==> src/rtl/disp_timing_gen.sv <==
module disp_timing_gen #(
  parameter int HW = 12,
  parameter int VW = 12,
  parameter int TW = 32,
  parameter int DEF_HACT = 1280,
  parameter int DEF_HSYNC = 40,
  parameter int DEF_HBP = 50,
  parameter int DEF_HFP = 50,
  parameter int DEF_VACT = 640,
  parameter int DEF_VSYNC = 20,
  parameter int DEF_VBP = 31,
  parameter int DEF_VFP = 30,
  parameter logic [2:0] DEF_POL = 3'b100,
  parameter int PCLK_KHZ = 61150,
  parameter int DEF_FPS = 60
) (
  input  logic          clk,
  input  logic          rst_n,
  input  logic          enable,
  input  logic          cfg_we,
  input  logic [3:0]    cfg_sel,
  input  logic [TW-1:0] cfg_wdata,
  output logic          hsync,
  output logic          vsync,
  output logic          de,
  output logic [HW-1:0] pix_x,
  output logic [VW-1:0] line_y
);
  localparam int HTW = HW + 2;
  localparam int VTW = VW + 2;
  localparam int PW = HTW + VTW;
  localparam int MW = (PW > TW) ? PW : TW;
  localparam longint TGT_L = longint'(PCLK_KHZ) * 64'd1000 / longint'(DEF_FPS);
  localparam logic [TW-1:0] DEF_TGT = TW'(TGT_L);

  // index 0 active, 1 sync, 2 back porch, 3 front porch
  logic [HW-1:0] s_h [4];
  logic [HW-1:0] a_h [4];
  logic [VW-1:0] s_v [4];
  logic [VW-1:0] a_v [4];
  logic [2:0]    s_pol, a_pol;
  logic [TW-1:0] s_tgt, a_tgt;

  logic           run;
  logic [TW-1:0]  hc;
  logic [VTW-1:0] vc;

  logic [HTW-1:0] hstart, hstop, htot;
  logic [VTW-1:0] vstart, vstop, vtot;
  logic [PW-1:0]  nat;
  logic [MW-1:0]  extra_m;
  logic [TW-1:0]  extra, hend;
  logic           last_line, h_wrap, f_wrap;
  logic           hs_on, vs_on, h_act, v_act, de_on;

  assign hstart = HTW'(a_h[1]) + HTW'(a_h[2]);
  assign hstop  = hstart + HTW'(a_h[0]);
  assign htot   = hstop + HTW'(a_h[3]);
  assign vstart = VTW'(a_v[1]) + VTW'(a_v[2]);
  assign vstop  = vstart + VTW'(a_v[0]);
  assign vtot   = vstop + VTW'(a_v[3]);

  assign nat     = PW'(htot) * PW'(vtot);
  assign extra_m = (MW'(a_tgt) > MW'(nat)) ? MW'(a_tgt) - MW'(nat) : '0;
  assign extra   = TW'(extra_m);

  assign last_line = (vc == vtot - VTW'(1));
  assign hend      = TW'(htot) - TW'(1) + (last_line ? extra : '0);
  assign h_wrap    = (hc == hend);
  assign f_wrap    = h_wrap && last_line;

  assign hs_on = hc < TW'(a_h[1]);
  assign vs_on = vc < VTW'(a_v[1]);
  assign h_act = (hc >= TW'(hstart)) && (hc < TW'(hstop));
  assign v_act = (vc >= vstart) && (vc < vstop);
  assign de_on = run && h_act && v_act;

  assign hsync  = ~((run && hs_on) ^ a_pol[0]);
  assign vsync  = ~((run && vs_on) ^ a_pol[1]);
  assign de     = ~(de_on ^ a_pol[2]);
  assign pix_x  = de_on ? HW'(hc - TW'(hstart)) : '0;
  assign line_y = de_on ? VW'(vc - vstart) : '0;

  always_ff @(posedge clk or negedge rst_n) begin
    if (!rst_n) begin
      s_h[0] <= HW'(DEF_HACT);  s_h[1] <= HW'(DEF_HSYNC);
      s_h[2] <= HW'(DEF_HBP);   s_h[3] <= HW'(DEF_HFP);
      s_v[0] <= VW'(DEF_VACT);  s_v[1] <= VW'(DEF_VSYNC);
      s_v[2] <= VW'(DEF_VBP);   s_v[3] <= VW'(DEF_VFP);
      a_h[0] <= HW'(DEF_HACT);  a_h[1] <= HW'(DEF_HSYNC);
      a_h[2] <= HW'(DEF_HBP);   a_h[3] <= HW'(DEF_HFP);
      a_v[0] <= VW'(DEF_VACT);  a_v[1] <= VW'(DEF_VSYNC);
      a_v[2] <= VW'(DEF_VBP);   a_v[3] <= VW'(DEF_VFP);
      s_pol <= DEF_POL;
      a_pol <= DEF_POL;
      s_tgt <= DEF_TGT;
      a_tgt <= DEF_TGT;
      run   <= 1'b0;
      hc    <= '0;
      vc    <= '0;
    end else begin
      if (cfg_we) begin
        case (cfg_sel)
          4'd0, 4'd1, 4'd2, 4'd3: s_h[cfg_sel[1:0]] <= HW'(cfg_wdata);
          4'd4, 4'd5, 4'd6, 4'd7: s_v[cfg_sel[1:0]] <= VW'(cfg_wdata);
          4'd8: s_pol <= cfg_wdata[2:0];
          4'd9: s_tgt <= cfg_wdata;
          default: ;
        endcase
      end
      run <= enable;
      if (!run || f_wrap) begin
        a_h   <= s_h;
        a_v   <= s_v;
        a_pol <= s_pol;
        a_tgt <= s_tgt;
      end
      if (!enable || !run) begin
        hc <= '0;
        vc <= '0;
      end else if (h_wrap) begin
        hc <= '0;
        vc <= last_line ? '0 : vc + VTW'(1);
      end else begin
        hc <= hc + TW'(1);
      end
    end
  end

  assert_idle_quiet_R2: assert property (@(posedge clk) disable iff (!rst_n)
    !run |-> (hsync == ~a_pol[0] && vsync == ~a_pol[1] && de == ~a_pol[2]
              && pix_x == '0 && line_y == '0));

  assert_de_outside_sync_R3: assert property (@(posedge clk) disable iff (!rst_n)
    de_on |-> (!hs_on && !vs_on));

  assert_pix_step_R5: assert property (@(posedge clk) disable iff (!rst_n)
    (run && $past(run) && $past(de_on) && de_on && !$past(h_wrap))
      |-> pix_x == HW'($past(pix_x) + 1'b1));

  assert_line_bound_R8: assert property (@(posedge clk) disable iff (!rst_n)
    run |-> hc <= hend);

  assert_cfg_hold_R10: assert property (@(posedge clk) disable iff (!rst_n)
    (run && $past(run) && !$past(f_wrap))
      |-> ($stable(a_h[0]) && $stable(a_v[0]) && $stable(a_pol) && $stable(a_tgt)));

  assert_restart_origin_R11: assert property (@(posedge clk) disable iff (!rst_n)
    $rose(run) |-> (hc == '0 && vc == '0));
endmodule

==> config.mk <==
export PLATFORM = sky130hd
export DESIGN_NAME = disp_timing_gen
export DESIGN_NICKNAME = d
export VERILOG_FILES = /design/src/rtl/disp_timing_gen.sv
export SDC_FILE = /design/constraint.sdc
export NUM_CORES = 1
export LEC_CHECK = 0
export BUFFER_PORTS_ARGS = -buffer_cell sky130_fd_sc_hd__clkbuf_2
export CORE_MARGIN = 2
export CORE_UTILIZATION = 50
export CTS_CLUSTER_SIZE = 8
export DETAILED_ROUTE_END_ITERATION = 12
export PLACE_DENSITY = 0.66
export SYNTH_ARGS = -nofsm -noshare
export SYNTH_HDL_FRONTEND = slang
export SYNTH_SLANG_ARGS = --single-unit
==> constraint.sdc <==
create_clock -name clk -period 21.9 [get_ports clk]
set_input_delay 1.095 -clock clk [delete_from_list [all_inputs] [get_ports clk]]
set_output_delay 1.095 -clock clk [all_outputs]
set_load 0.01 [all_outputs]
==> results_dict.tcl, run 1 <==
set metrics [dict create \
    grt_pass1_wl_microns 138000 \
    fp.dieH_microns 254 \
    crit_required_ns 22.41 \
    reg2reg_slack_ns 2.77 \
    wirelength_microns 86100 \
    antenna_found_initial 0 \
    rows 91 \
    layout_commonest_cell "nor2_1" \
    syn-num-nets 4119 \
    async_reset_ff_share_pct 100 \
    cp-start-kind "flop" \
    fin_setup_tns_ns 0 \
    cts_tree "done" \
    cts_hold_buf 0 \
    synth-seq-area-share_pct 25.0 \
    syn_area_per_cell_sq_um 8.62 \
    cts_buffer_depth 3 \
    r2r_end "vc[1]" \
    r2r_cells 65 \
    cts_sinks 309 \
    area_delta_synth_final_pct 7.16 \
    ys_types 104 \
    min_path_type "flop to flop" \
    clkTransAtPathRegs_ns 0.05 \
    vias_per_cell 5.81 \
    grt_max_degree 174 \
    clock.fmax_ghz 0.0523 \
    path_class "flop to flop" \
    min_to "a_h[17]" \
    r2r_start "a_v[13]" \
    drc_errors 0 \
    first_pass_iters 5 \
    rsz0062_at_grt "no" \
    min_period_ns 19.13 \
    critical-path-max-stage-delay_ns 0.88 \
    synth_area_leaders "dfrtp_1 19%, ha_1 12%, fa_1 9.7%" \
    worst_slew_pin_slew_ns 1.15 \
    timing.max_cap.violations 0 \
    io_buffers 66 \
    vias 26000 \
    layout_common_cells "383 x nor2_1, 336 x nand2_1, 317 x inv_1, 305 x ha_1, 272 x a21oi_1" \
    h-tree-depth 2 \
    cp_slowest_cell "a2111oi_0" \
    ys_ff_latch 309 \
    setup_viol 0 \
    synth_edf_count 0 \
    drt_iter0_markers 1894 \
    hold_viol 0 \
    synth_warnings 0 \
    startpoint "a_v[13]" \
    cts_resized 0 \
    skew_ns 0.0316 \
    min_from "s_h[17]" \
    dieArea_sq_um 64500 \
    grtUsageTotal_pct 26.9 \
    finalMaxSlewViolations 0 \
    holdWs_ns 0.510 \
    grt_pass1_vias 25000 \
    initial_core_util_pct 50.6 \
    overflow 0 \
    core-area_sq_um 61700 \
    synth_ff_type "dfrtp_1" \
    yosys.area.top_type_share_pct 19.0 \
    end_kind "flop" \
    syn-cell-area_sq_um 31200 \
    dp_hpwl_microns 64100 \
    finalCritPeriodShare_pct 87.3 \
    status "finished clean" \
    slew_headroom_pct 23.1 \
    post_cts_buffers 0 \
    crit_fanout 114 \
    cp.arrival_ns 19.64 \
    final_layout_size_suffix_gt1_share_pct 11.4 \
    synth_area_leader_cell "dfrtp_1" \
    whs_path_depth 2 \
    numCtsBuffers 45 \
    clk_latency_ns 0.59 \
    syn_inst 3623 \
    drtAntennaViolNets 0 \
    worst_path_most_repeated_cell "a21oi_1" \
    num_io_pins 67 \
    fin_nets 4104 \
    avgRoutedWirePerCell_microns 19.2 \
    antenna_cells 0 \
    routabilityCongestion 0.933 \
    fp.dieW_microns 254 \
    cts_root_buffer "clkbuf_16" \
]
## critical path, delay by kind of cell, from the launching register on
| family | cells | cell delay (ns) |
|---|---|---|
| buffers and inverters | 4 | 0.97 |
| adders and majority gates | 12 | 5.36 |
| AOI/OAI and AO/OA | 29 | 7.23 |
| muxes | 2 | 1.05 |
| xor gates and xnor gates | 4 | 1.05 |
| and+or+nand+nor | 14 | 2.76 |
| DFF | 1 | 0.54 |
## metal layers
layer,track usage [%],part of all wire (%)
met1,37.5,46
met2,44.5,47
met3,3.07,4.9
met4,6.86,2.4
met5,0,0
## final cells by class
type,count,area (sq um)
fill,5790,28200
clock inverter,3,70.1
clock buffer,79,1270
tap,837,1050
timing repair buffer,105,646
sequential,309,7830
multi-input combinational,2827,21400
inverter,320,1200
## flip-flops by register name, summed over array words and instances (netlist names)
register / cells
a_h: 48
s_v: 48
hc: 32
run: 1
a_v: 48
vc: 14
s_h: 48
s_tgt: 32
s_pol: 3
a_pol: 3
a_tgt: 32
## how the worst max path moves through the flow
| stage | to | slack (ns) |
|---|---|---|
| floorplan | vc[13] | 6.51 |
| global placement | vc[1] | 3.15 |
| detailed placement | vc[1] | 2.85 |
| CTS | vc[1] | 2.81 |
| global route | vc[1] | 1.18 |
| finish | vc[1] | 2.77 |
## Yosys cell counts, drive strengths merged (11+ instances only)
library cell and count:
nor2b 34, ha 305, nor3b 11, a211oi 18, a2111oi 12, nand3 188
inv 319, o21bai 18, dfrtp 237, o21ai 96, nor3 66, a21o 67
fa 151, a31oi 23, a21oi 273, mux2 136, buf 80, nand4 29
and2 26, o21a 23, nor4 20, nand2 336, nor2 384, a21boi 12
dfstp 72, or3 25, o31ai 13, and3 36, clkbuf 87, o211ai 143
xor2 96, nand2b 40, xnor2 117
## per-stage QoR
stage / util (%) / cells / setup slack [ns] / cell area [sq um]
floorplan: - / 3623 / 6.51 / 31200
global route: 54.3 / 4480 / 1.18 / 33500
detailed placement: 52.1 / 4398 / 2.85 / 32100
global placement: 52.1 / 4398 / 3.15 / 32100
CTS: 54.3 / 4480 / 2.81 / 33500
finish: 54.3 / 4480 / 2.77 / 33500
## cell families (layout without fill, tap and decap cells)
family,count (synthesis),after routing,synth area share [%]
DFF,309,309,25.0
buffers and inverters,487,507,6.53
and+or+nand+nor,1232,1232,18.3
xor gates and xnor gates,215,215,6.21
adders and majority gates,457,457,21.9
muxes,139,139,5.01
AOI/OAI and AO/OA,784,784,17.0
Power of run 1 is not shown: default switching activity piles up to over one toggle a cycle in this logic, so the estimate is an artifact.
==> run 2, diff against run 1 <==
GPL_TIMING_DRIVEN = 0   (was not set)
==> results_dict.tcl, run 2 (same netlist as run 1, synthesis figures left out) <==
set metrics [dict create \
    grt_pass1_wl_microns 146000 \
    min_path_type "input pin to async pin" \
    dp_hpwl_microns 72000 \
    grtUsageTotal_pct 29.0 \
    crit_fanout 10 \
    slew_headroom_pct 7.48 \
    cts_tree "done" \
    min_period_ns 20.29 \
    cts_root_buffer "clkbuf_16" \
    cp-start-kind "flop" \
    avgRoutedWirePerCell_microns 20.2 \
    drtAntennaViolNets 0 \
    timing.critical_path.buf_inv 10 \
    worst_slew_pin_slew_ns 1.35 \
    r2r_start "a_h[24]" \
    reg2reg_slack_ns 1.61 \
    crit_end "a_v[8]" \
    fin_ws_ns 1.61 \
    r2r_end "a_v[8]" \
    routabilityCongestion 0.952 \
    core-area_sq_um 61700 \
    finalCritPeriodShare_pct 92.7 \
    layout_commonest_cell "nor2_1" \
    overflow 0 \
    hold_viol 0 \
    rows 91 \
    end_kind "flop" \
    antenna_found_initial 3 \
    drc_errors 0 \
    fin_setup_tns_ns 0 \
    critical_path_cell_count 66 \
    initial_core_util_pct 50.6 \
    cts_hold_buf 0 \
    fp.dieW_microns 254 \
    final_layout_size_suffix_gt1_share_pct 11.7 \
    post-place-ws_ns 1.76 \
    critical-path-max-stage-delay_ns 1.16 \
    setup_viol 0 \
    layout_common_cells "383 x nor2_1, 336 x nand2_1, 317 x inv_1, 305 x ha_1, 272 x a21oi_1" \
    worst_path_most_repeated_cell "fa_1" \
    grt_max_degree 106 \
    fin_nets 4234 \
    finalInstanceArea_sq_um 34000 \
    skew_ns 0.0192 \
    finalMaxSlewViolations 0 \
    cts_resized 0 \
    drt_iter0_markers 2205 \
    rsz0062_at_grt "no" \
    placed_area_sq_um 32700 \
    dieArea_sq_um 64500 \
    antenna_cells 0 \
    numCtsBuffers 44 \
    io_buffers 63 \
    cp.arrival_ns 20.75 \
    crit_required_ns 22.36 \
    path_class "flop to flop" \
    r2r_cells 66 \
    vias 27000 \
    h-tree-depth 2 \
    post_cts_buffers 0 \
    clk_latency_ns 0.60 \
    clkTransAtPathRegs_ns 0.05 \
    cp_slowest_cell "a2111oi_0" \
    cp_top_family "compound AO/OA/AOI/OAI gates" \
    wirelength_microns 93200 \
    num_io_pins 67 \
    fp.dieH_microns 254 \
    area_delta_synth_final_pct 8.82 \
    grt_pass1_vias 25700 \
    startpoint "a_h[24]" \
    timing.max_cap.violations 0 \
    cts_sinks 309 \
    status "finished clean" \
    vias_per_cell 5.87 \
    cts_buffer_depth 3 \
    first_pass_iters 5 \
    final.fill_count 5840 \
    clock.fmax_ghz 0.0493 \
]
[run 2: cell types whose count changed in the layout (fill, tap and decap cells not counted), moves of 3 or more]
| cell | before | now |
|---|---|---|
| clkbuf_1 | 32 | 120 |
| buf_2 | 0 | 38 |
| buf_4 | 38 | 22 |
| buf_1 | 0 | 12 |
| buf_6 | 0 | 10 |
| buf_16 | 0 | 3 |
| clkbuf_2 | 65 | 62 |
[run 2: layer usage]
layer  share of wire (%)  track usage [%]  routed length, microns
met2                  46             47.7                   43200
met1                  44             40.1                   41400
met5              0.0086                0                       8
met3                 6.3             3.67                    5870
met4                 2.9             8.47                    2710
[run 2: how the worst min path moves through the flow]
stage	from	to	slack, ns
after global placement	s_pol[2]	a_pol[2]	0.50
after CTS	rst_n	hc[29]	0.42
after floorplan	s_h[1]	a_h[1]	0.49
after detailed placement	s_v[45]	a_v[45]	0.51
after global routing	rst_n	hc[29]	0.44
final	rst_n	hc[29]	0.42
[run 2: layout make-up]
| cell class | instances | area (sq um) | area share [%] |
|---|---|---|---|
| Multi-Input combinational cell | 2827 | 21400 | 62.9 |
| Sequential cell | 309 | 7820 | 23.0 |
| Clock buffer | 77 | 1220 | 3.60 |
| Inverter | 320 | 1200 | 3.53 |
| Tap cell | 837 | 1050 | 3.08 |
| Buffer | 167 | 840 | 2.47 |
| Timing Repair Buffer | 69 | 427 | 1.25 |
| Clock inverter | 2 | 50.0 | 0.147 |
[run 2: stage by stage]
stage                     cells  hold WS, ns  utilization (%)
after floorplan            3623        0.495                -
after global placement     4523        0.504             52.8
after detailed placement   4529        0.510             53.0
after CTS                  4608        0.420             55.1
after global routing       4608        0.436             55.1
final                      4608        0.417             55.1
Power of run 2 is left out for the same reason.
